File: config.mk
export PLATFORM = sky130hd
export DESIGN_NAME = rh_port_ctl
export DESIGN_NICKNAME = d
export VERILOG_FILES = /design/src/rtl/rh_port_pkg.sv /design/src/rtl/rh_cmd_stage.sv /design/src/rtl/rh_reset_timer.sv /design/src/rtl/rh_change_flags.sv /design/src/rtl/rh_port_ctl.sv
export SDC_FILE = /design/constraint.sdc
export NUM_CORES = 1
export LEC_CHECK = 0
export ABC_AREA = 1
export BUFFER_PORTS_ARGS = -buffer_cell sky130_fd_sc_hd__clkbuf_2
export CORE_UTILIZATION = 51
export DETAILED_ROUTE_END_ITERATION = 16
export PLACE_DENSITY = 0.81
export RECOVER_POWER = 100
export SLEW_MARGIN = 20
export SYNTH_ARGS = -nofsm -noshare
export SYNTH_HDL_FRONTEND = slang
export SYNTH_HIERARCHICAL = 1
export SYNTH_SLANG_ARGS = --single-unit
File: constraint.sdc
create_clock -name clk -period 2 [get_ports clk]
set_input_delay 0.2 -clock clk [delete_from_list [all_inputs] [get_ports clk]]
set_output_delay 0.2 -clock clk [all_outputs]
set_load 0.02 [all_outputs]
File: src/rtl/rh_port_pkg.sv
package rh_port_pkg;
  localparam int unsigned WORD_W = 32;

  // read-side and write-side bit positions; software decodes these
  localparam int unsigned B_CONN  = 0;   // read: connected   / write: disable
  localparam int unsigned B_ENA   = 1;   // read: enabled     / write: enable
  localparam int unsigned B_SUSP  = 2;   // write: suspend request
  localparam int unsigned B_RST   = 4;   // read: reset active / write: start reset
  localparam int unsigned B_PWR   = 8;   // read: powered     / write: power on
  localparam int unsigned B_LOW   = 9;   // read: low speed   / write: power off
  localparam int unsigned B_CCHG  = 16;  // connect change flag, write 1 clears
  localparam int unsigned B_RCHG  = 20;  // reset done flag, write 1 clears

  typedef struct packed {
    logic dis_port;
    logic ena_port;
    logic susp_req;
    logic rst_req;
    logic pwr_on;
    logic pwr_off;
    logic ack_cchg;
    logic ack_rchg;
  } port_cmd_t;

  function automatic port_cmd_t cmd_decode(input logic [WORD_W-1:0] w);
    port_cmd_t c;
    c.dis_port = w[B_CONN];
    c.ena_port = w[B_ENA];
    c.susp_req = w[B_SUSP];
    c.rst_req  = w[B_RST];
    c.pwr_on   = w[B_PWR];
    c.pwr_off  = w[B_LOW];
    c.ack_cchg = w[B_CCHG];
    c.ack_rchg = w[B_RCHG];
    return c;
  endfunction
endpackage

File: src/rtl/rh_cmd_stage.sv
module rh_cmd_stage
  import rh_port_pkg::*;
(
  input  logic              clk,
  input  logic              rst_n,
  input  logic              wr_en,
  input  logic [WORD_W-1:0] wr_data,
  input  logic              xfer_busy,
  output port_cmd_t         cmd
);
  port_cmd_t hold_q, hold_d, incoming, merged;
  logic      held_q, held_d, hold_ce;

  always_comb begin
    incoming = wr_en ? cmd_decode(wr_data) : '0;
    merged   = hold_q | incoming;
    hold_ce  = xfer_busy ? wr_en : held_q;
    if (xfer_busy) begin
      hold_d = merged;
      held_d = 1'b1;
      cmd    = '0;
    end else begin
      hold_d = '0;
      held_d = 1'b0;
      cmd    = merged;
    end
  end

  always_ff @(posedge clk or negedge rst_n) begin
    if (!rst_n) begin
      hold_q <= '0;
      held_q <= 1'b0;
    end else if (hold_ce) begin
      hold_q <= hold_d;
      held_q <= held_d;
    end
  end

  p_busy_blocks_r8: assert property (@(posedge clk) disable iff (!rst_n)
    xfer_busy |-> (cmd == '0));
  p_release_applies_r8: assert property (@(posedge clk) disable iff (!rst_n)
    (xfer_busy && wr_en && cmd_decode(wr_data).pwr_on) |=> (xfer_busy || cmd.pwr_on));
endmodule

File: src/rtl/rh_reset_timer.sv
module rh_reset_timer #(
  parameter int unsigned RESET_CYCLES = 120000
) (
  input  logic clk,
  input  logic rst_n,
  input  logic start,
  input  logic abort,
  output logic active,
  output logic done
);
  localparam int unsigned CW   = $clog2(RESET_CYCLES + 1);
  localparam logic [CW-1:0] LAST = CW'(RESET_CYCLES - 1);

  logic [CW-1:0] cnt_q, cnt_d;
  logic          act_q, act_d;

  always_comb begin
    done  = act_q && !abort && (cnt_q == LAST);
    act_d = act_q;
    cnt_d = cnt_q;
    if (abort) begin
      act_d = 1'b0;
      cnt_d = '0;
    end else if (act_q) begin
      if (done) begin
        act_d = 1'b0;
        cnt_d = '0;
      end else begin
        cnt_d = cnt_q + 1'b1;
      end
    end else if (start) begin
      act_d = 1'b1;
      cnt_d = '0;
    end
  end

  always_ff @(posedge clk or negedge rst_n) begin
    if (!rst_n) begin
      act_q <= 1'b0;
      cnt_q <= '0;
    end else begin
      act_q <= act_d;
      cnt_q <= cnt_d;
    end
  end

  assign active = act_q;

  p_hold_r5: assert property (@(posedge clk) disable iff (!rst_n)
    (act_q && !abort && cnt_q != LAST) |=> act_q);
  p_no_restart_r5: assert property (@(posedge clk) disable iff (!rst_n)
    (act_q && start && !abort && cnt_q != LAST) |=> (cnt_q == $past(cnt_q) + 1'b1));
endmodule

File: src/rtl/rh_change_flags.sv
module rh_change_flags (
  input  logic clk,
  input  logic rst_n,
  input  logic set_cchg,
  input  logic set_rchg,
  input  logic ack_cchg,
  input  logic ack_rchg,
  output logic cchg,
  output logic rchg,
  output logic pulse
);
  logic cchg_q, cchg_d, rchg_q, rchg_d, pulse_q, pulse_d;

  always_comb begin
    cchg_d  = set_cchg | (cchg_q & ~ack_cchg);
    rchg_d  = set_rchg | (rchg_q & ~ack_rchg);
    pulse_d = (cchg_d & ~cchg_q) | (rchg_d & ~rchg_q);
  end

  always_ff @(posedge clk or negedge rst_n) begin
    if (!rst_n) begin
      cchg_q  <= 1'b0;
      rchg_q  <= 1'b0;
      pulse_q <= 1'b0;
    end else begin
      cchg_q  <= cchg_d;
      rchg_q  <= rchg_d;
      pulse_q <= pulse_d;
    end
  end

  assign cchg  = cchg_q;
  assign rchg  = rchg_q;
  assign pulse = pulse_q;

  p_ack_clears_r7: assert property (@(posedge clk) disable iff (!rst_n)
    (ack_cchg && !set_cchg) |=> !cchg_q);
  p_set_wins_r7: assert property (@(posedge clk) disable iff (!rst_n)
    set_rchg |=> rchg_q);
  p_pulse_on_rise_r11: assert property (@(posedge clk) disable iff (!rst_n)
    ($rose(cchg_q) || $rose(rchg_q)) |-> pulse_q);
  p_pulse_has_flag_r11: assert property (@(posedge clk) disable iff (!rst_n)
    pulse_q |-> (cchg_q || rchg_q));
endmodule

File: src/rtl/rh_port_ctl.sv
module rh_port_ctl
  import rh_port_pkg::*;
#(
  parameter int unsigned RESET_CYCLES  = 120000,
  parameter bit          NON_REMOVABLE = 1'b0
) (
  input  logic        clk,
  input  logic        rst_n,
  input  logic        conn_det,
  input  logic        lowspd_det,
  input  logic        xfer_busy,
  input  logic        wr_en,
  input  logic [31:0] wr_data,
  output logic [31:0] rd_data,
  output logic        port_reset,
  output logic        port_power,
  output logic        port_enable,
  output logic        status_change_pulse
);
  port_cmd_t cmd;
  logic conn_q, low_q, boot_q, ena_q, ena_d, pwr_q, pwr_d;
  logic connected, line_evt, unplug, refuse, rst_start, rst_done, rst_active;
  logic set_cchg, cchg, rchg;

  rh_cmd_stage u_cmd (
    .clk(clk), .rst_n(rst_n), .wr_en(wr_en), .wr_data(wr_data),
    .xfer_busy(xfer_busy), .cmd(cmd)
  );

  always_comb begin
    connected = NON_REMOVABLE ? 1'b1 : conn_q;
    line_evt  = !NON_REMOVABLE && (conn_det != conn_q);
    unplug    = line_evt && conn_q;
    refuse    = !connected && (cmd.rst_req || cmd.ena_port || cmd.susp_req);
    rst_start = connected && cmd.rst_req;
    set_cchg  = line_evt || refuse || (NON_REMOVABLE && !boot_q);

    ena_d = ena_q;
    if (unplug || cmd.dis_port)        ena_d = 1'b0;
    else if (cmd.ena_port && connected) ena_d = 1'b1;

    pwr_d = pwr_q;
    if (cmd.pwr_off)     pwr_d = 1'b0;
    else if (cmd.pwr_on) pwr_d = 1'b1;
  end

  always_ff @(posedge clk or negedge rst_n) begin
    if (!rst_n) begin
      conn_q <= 1'b0;
      low_q  <= 1'b0;
      boot_q <= 1'b0;
      ena_q  <= 1'b0;
      pwr_q  <= 1'b0;
    end else begin
      conn_q <= conn_det;
      low_q  <= lowspd_det;
      boot_q <= 1'b1;
      ena_q  <= ena_d;
      pwr_q  <= pwr_d;
    end
  end

  rh_reset_timer #(.RESET_CYCLES(RESET_CYCLES)) u_rst (
    .clk(clk), .rst_n(rst_n), .start(rst_start), .abort(unplug),
    .active(rst_active), .done(rst_done)
  );

  rh_change_flags u_flags (
    .clk(clk), .rst_n(rst_n), .set_cchg(set_cchg), .set_rchg(rst_done),
    .ack_cchg(cmd.ack_cchg), .ack_rchg(cmd.ack_rchg),
    .cchg(cchg), .rchg(rchg), .pulse(status_change_pulse)
  );

  always_comb begin
    rd_data         = '0;
    rd_data[B_CONN] = connected;
    rd_data[B_ENA]  = ena_q;
    rd_data[B_RST]  = rst_active;
    rd_data[B_PWR]  = pwr_q;
    rd_data[B_LOW]  = connected && low_q;
    rd_data[B_CCHG] = cchg;
    rd_data[B_RCHG] = rchg;
  end

  assign port_reset  = rst_active;
  assign port_power  = pwr_q;
  assign port_enable = ena_q;

  p_refuse_flags_r6: assert property (@(posedge clk) disable iff (!rst_n)
    refuse |=> (rd_data[B_CCHG] && !port_enable && !$rose(port_reset)));
  p_unplug_r9: assert property (@(posedge clk) disable iff (!rst_n)
    unplug |=> (!port_enable && !port_reset && !$rose(rd_data[B_RCHG])));
  p_end_flags_r5: assert property (@(posedge clk) disable iff (!rst_n)
    ($fell(port_reset) && rd_data[B_CONN]) |-> rd_data[B_RCHG]);
  p_power_off_r4: assert property (@(posedge clk) disable iff (!rst_n)
    cmd.pwr_off |=> !port_power);
  p_fixed_conn_r10: assert property (@(posedge clk) disable iff (!rst_n)
    (NON_REMOVABLE && boot_q && !rd_data[B_CCHG]) |=> !rd_data[B_CCHG]);
endmodule

* After elaboration in Yosys (flattened, before gate mapping)
Cells that the tools add are included.
** Storage, ports and cells
- Flip-flop bits (word level) :: 34
- Input port bits :: 38
- Bits in latches :: 0
- Output and inout bits :: 36
- Bits in read-only memories :: 0
- Bits in writable memories :: 0
- Memories :: 0
- Logic and storage cells :: 66
** Cells by class
- Magnitude comparators :: 0
- Add/subtract/negate cells :: 1
- Div/mod/pow operators :: 0
- Eq/ne operators :: 2
- Muxes and demuxes :: 17
- $mul :: 0
- Shift-type cells :: 0
- Bitwise gates (word level) :: 12
- Reductions and logical operators :: 16
** Operators by type and width (number)
- 2-to-1 mux 17 bit :: 4
- 2-to-1 mux 8 bit :: 3
- adder 17 x 1 -> 17 bit (second input constant) :: 1
- == test 17 bit (second input constant) :: 1
- 2-to-1 mux 1 bit :: 10
- OR 8 bit :: 1
- logical AND 1 bit :: 7
- AND 1 bit :: 4
- logical OR 1 bit :: 4
- NOT 1 bit :: 4
- nonzero test 2 bit :: 2
- OR 1 bit :: 3
- nonzero test 3 bit :: 1
- logical NOT 1 bit :: 2
- != test 1 bit :: 1

* Depth between registers and ports, before layout
- Depth in word-level cells :: 10
- Depth in mapped cells :: 13

* Modules after synthesis
Netlist, hierarchy kept.
** By module, submodules not included
- rh_reset_timer :: times used 1, area an instance 1104.8 um^2, seq. area each 450.4 um^2, cells an instance 142
- rh_cmd_stage :: times used 1, area an instance 554.3 um^2, seq. area each 225.2 um^2, cells an instance 73
- rh_port_ctl :: times used 1, area an instance 427.9 um^2, seq. area each 100.1 um^2, cells an instance 56
- rh_change_flags :: times used 1, area an instance 123.9 um^2, seq. area each 75.1 um^2, cells an instance 16

* Worst setup path before layout
OpenSTA, ideal clock, no wires.
- Kind :: register to register
- Start point :: register conn_q
- End point :: register u_rst.cnt_q[11]
- Slack :: 0.591 ns
- Library setup time :: 0.119 ns
- Buffers on the path :: 0
- Arrival :: 1.291 ns
- Cell stages (with the launch flop) :: 8
- Cells stage by stage :: dfrtp_1 -> ha_1 -> inv_2 -> nand2_4 -> nand3b_1 -> nor2_4 -> xor2_1 -> nor2_2
** On the way
- Cells in the longest elaborated chain, start to end :: 8
** RTL lines
- start, declared :: line rh_port_ctl.sv:21 : logic conn_q, low_q, boot_q, ena_q, ena_d, pwr_q, pwr_d;
- start signal, assigned :: line rh_port_ctl.sv:55 : conn_q <= conn_det;
- != test 1 bit :: line rh_port_ctl.sv:32 : line_evt = !NON_REMOVABLE && (conn_det != conn_q);
- logical AND 1 bit (*) :: line rh_port_ctl.sv:33 : unplug = line_evt && conn_q;
- via unplug :: line rh_port_ctl.sv:22 : logic connected, line_evt, unplug, refuse, rst_start, rst_done, rst_active;
- logical NOT 1 bit :: line rh_reset_timer.sv:18 : done = act_q && !abort && (cnt_q == LAST);
- logical AND 1 bit (2 in series) :: line rh_reset_timer.sv:18
- 2-to-1 mux 17 bit :: line rh_reset_timer.sv:25 : if (done) begin
- 2-to-1 mux 17 bit :: line rh_reset_timer.sv:24 : end else if (act_q) begin
- 2-to-1 mux 17 bit :: line rh_reset_timer.sv:21 : if (abort) begin
- end signal, assigned :: line rh_reset_timer.sv:43 : cnt_q <= cnt_d;
- end, declared :: line rh_reset_timer.sv:14 : logic [CW-1:0] cnt_q, cnt_d;
Mark *: on every way through the listed nets, which the timed path passes. The rest lies on a longest branch.
A chain may end at the register's enable or synchronous reset.

* Worst setup path after layout
- Start point :: register conn_q
- End point :: register u_rst.cnt_q[12]
Same word-level chain as after synthesis.

==> flow_summary.toml <==
[floorplanning]
io_pins = 74
coreArea_um2 = 4090
start_util = 0.541
die_area_um2 = 4600
placementRows = 23
dieHeight_um = 67.8
die_width_um = 67.8

[sta]
worst_pin_slew_ns = 1.81
layout_setup_ws_ns = 0.286
setup_tns_ns = 0
rsz0062_at_grt = "false"
final_hold_viol_count = 0
period_minus_slack_ns = 1.71
slew_headroom = -0.207
fmax_mhz = 583
report.final.slew_viol_count = 35
finClkSkew_ns = 0.00483
fin_crit_sh = 0.857
setup_viol = 0

[drt]
ant_nets = 0
drc = 0
drt-pass1-iter-count = 4
totalWireLength_um = 3720
drt_iter0_drc = 72
wl_per_cell_um = 10.3
vias = 1650
vias_per_cell = 4.57

[power]
seqPwrFrac = 0.481
irDropWorstVdd_uv = 305
p_sw_w = 0.000568
total_power_w = 0.00169
internal_power_w = 0.00112
power.share.clock = 0.277
leakage_nw = 1.19
comb_power_share = 0.241
p_per_area_nw_per_um2 = 745
swShare = 0.336

[grt]
grt_max_degree = 35
overflow = 0
grt_pass1_vias = 1444
grt_usage = 0.184
grt_first_pass_wirelength_um = 6270
antenna_found_initial = 0

[logic_synthesis]
synthTopCellsByCount = "nand2_1, inv_1, dfrtp_1"
synth_cell_type_count = 29
async_flop_share = 1.00
ys_dominant_reg_cell = "dfrtp_1"
synth_top_area_cell = "dfrtp_1"
yosys.area.top_type_share = 0.385
yosysWarnings = 6
synth.yosys.seq_area_share = 0.385
synthCells = 287
ys_ff_latch = 34
avgSynthCellArea_um2 = 7.70
synth_edf_count = 0
syn_area_um2 = 2210
synthTopCellsByArea = "dfrtp_1, nand2_1, buf_4"
synth.most_common_cell = "nand2_1"

[worst_setup_path]
crit_slowest_cell = "dfrtp_1"
path_max_fanout = 7
critPathRequiredTime_ns = 2.18
end_kind = "register"
critical_path_class = "reg -> reg"
worstSetupStartpoint = "conn_q$_DFF_PN0_"
critical-path-max-stage-delay_ns = 0.44
crit_arrival_ns = 1.89
r2r-end = "u_rst/cnt_q[12]$_DFFE_PN0P_"
r2r_cells = 8
crit_end = "u_rst/cnt_q[12]$_DFFE_PN0P_"
timing.rr.start = "conn_q$_DFF_PN0_"
r2r_slack_ns = 0.29
startpoint_type = "register"
path_cells = "ha_1 > inv_1 > nand2_4 > nand3_4 > nor2_1 > nand3_1 > nand2_1 > nor2_2"

[cells_and_area]
num-nets-final = 351
n_fill_cell = 387
drive_gt1_frac = 0.174
antenna_cells = 0
instances_no_fill = 361
multiInputGateArea_um2 = 993
syn2layout_area_growth_pct = 2.60
final_area_um2 = 2270
seq_area_um2 = 851

[placement]
hpwl_um = 2770
routabilityCongestion = 0.814
dpl.cell_count = 354
dpl_cell_area_um2 = 2250
pre_cts_ws_ns = 0.394
io_buffer_count = 24

[clocking]
ctsResizeCount = 0
cts_num_sinks = 34
cts_made_buffers = 5
worstSkewPairLatency_ns = 0.28
cts-root-buf = "clkbuf_8"
cts_buffer_depth = 2
postCtsSetupBuffers = 0
h-tree-depth = 2
cts_tree = "done"
clk_pin_slew_ns = 0.06
cts_hold_buf = 0

[worst_hold_path]
hp-class = "in -> reg"
hp-start = "lowspd_det"

[outcome]
violations = "capacitance limit, slew limit"
run_status = "finished with violations"

[job]
cap_violations = 1
[placed cells by master (no fill, tap or decap), types with 5 or more instances in the layout]
cell / netlist / routed
nand2_1: 83 / 84
inv_1: 36 / 37
dfrtp_1: 34 / 34
conb_1: 1 / 25
nor2_1: 21 / 24
clkbuf_1: 0 / 15
a21oi_1: 12 / 12
nor2_2: 12 / 12
clkbuf_2: 0 / 11
nand3_1: 11 / 11
nand2_2: 6 / 6
nand3_2: 6 / 6
clkbuf_8: 0 / 5
[metal layers]
metal / vias to the layer above / track usage / wire (um)
li1: 862 / - / -
met1: 733 / 0.234 / 1800
met2: 51 / 0.300 / 1690
met3: 4 / 0.0550 / 196
met4: 0 / 0.0547 / 36
met5: - / 0 / 0
[worst min path at each step]
| stage | endpoint | slack, ns | depth (start not counted) |
|---|---|---|---|
| 6_report | low_q$_DFF_PN0_ | 0.02 | 1 |
| 5_1_grt | low_q$_DFF_PN0_ | 0.02 | 1 |
| 4_1_cts | low_q$_DFF_PN0_ | 0.01 | 1 |
| 3_5_place_dp | low_q$_DFF_PN0_ | 0.32 | 1 |
| 3_3_place_gp | low_q$_DFF_PN0_ | 0.31 | 1 |
| 2_1_floorplan | conn_q$_DFF_PN0_ | -0.1 | 0 |
[power by group through the flow]
| stage | Sequential (W) | Combinational, W | Clock (W) |
|---|---|---|---|
| 4_1_cts | 0.000816 | 0.000424 | 0.000494 |
| 3_5_place_dp | 0.000829 | 0.000424 | 0 |
| 3_3_place_gp | 0.000824 | 0.000408 | 0 |
| 6_report | 0.000814 | 0.000408 | 0.000468 |
| 5_1_grt | 0.000824 | 0.000468 | 0.000519 |
| 2_1_floorplan | 0.000834 | 0.000362 | 0 |
[state kept, by name, summed over array words and instances (netlist names)]
name	cells
u_cmd/held_q	1
port_enable	1
u_flags/rchg	1
port_power	1
u_flags/cchg	1
u_rst/cnt_q	17
low_q	1
u_cmd/hold_q	8
u_flags/pulse	1
conn_q	1
u_rst/active	1
[stage by stage]
step / util / hold WS [ns]
after floorplan: - / -0.0956
after global routing: 0.555 / 0.0192
after global placement: 0.550 / 0.314
final: 0.555 / 0.0243
after detailed placement: 0.550 / 0.315
after CTS: 0.569 / 0.0145
[kinds of logic (layout without fill, tap and decap cells)]
family,Yosys count,after routing,synth area share
xor+xnor,5,5,0.0198
buf+inv,74,74,0.189
compound gates,16,16,0.0374
simple gates,155,155,0.356
other cells,1,25,0.00170
fa+ha+maj,2,2,0.0113
flops,34,34,0.385
[worst max-delay path, delay by kind of cell, from the launching register on]
kind | cells | cell delay [ns]
flip-flops | 1 | 0.44
adder cells (fa/ha/maj) | 1 | 0.32
buffers and inverters | 1 | 0.11
AND/OR/NAND/NOR | 6 | 0.72
[area by class of cell]
type,count,share of cell area
Clock buffer,7,0.0336
Inverter,41,0.0734
Multi-Input combinational cell,203,0.438
Sequential cell,34,0.375
Tap cell,50,0.0276
Timing Repair Buffer,26,0.0524
Note: power is estimated with default switching activity, not from simulation.
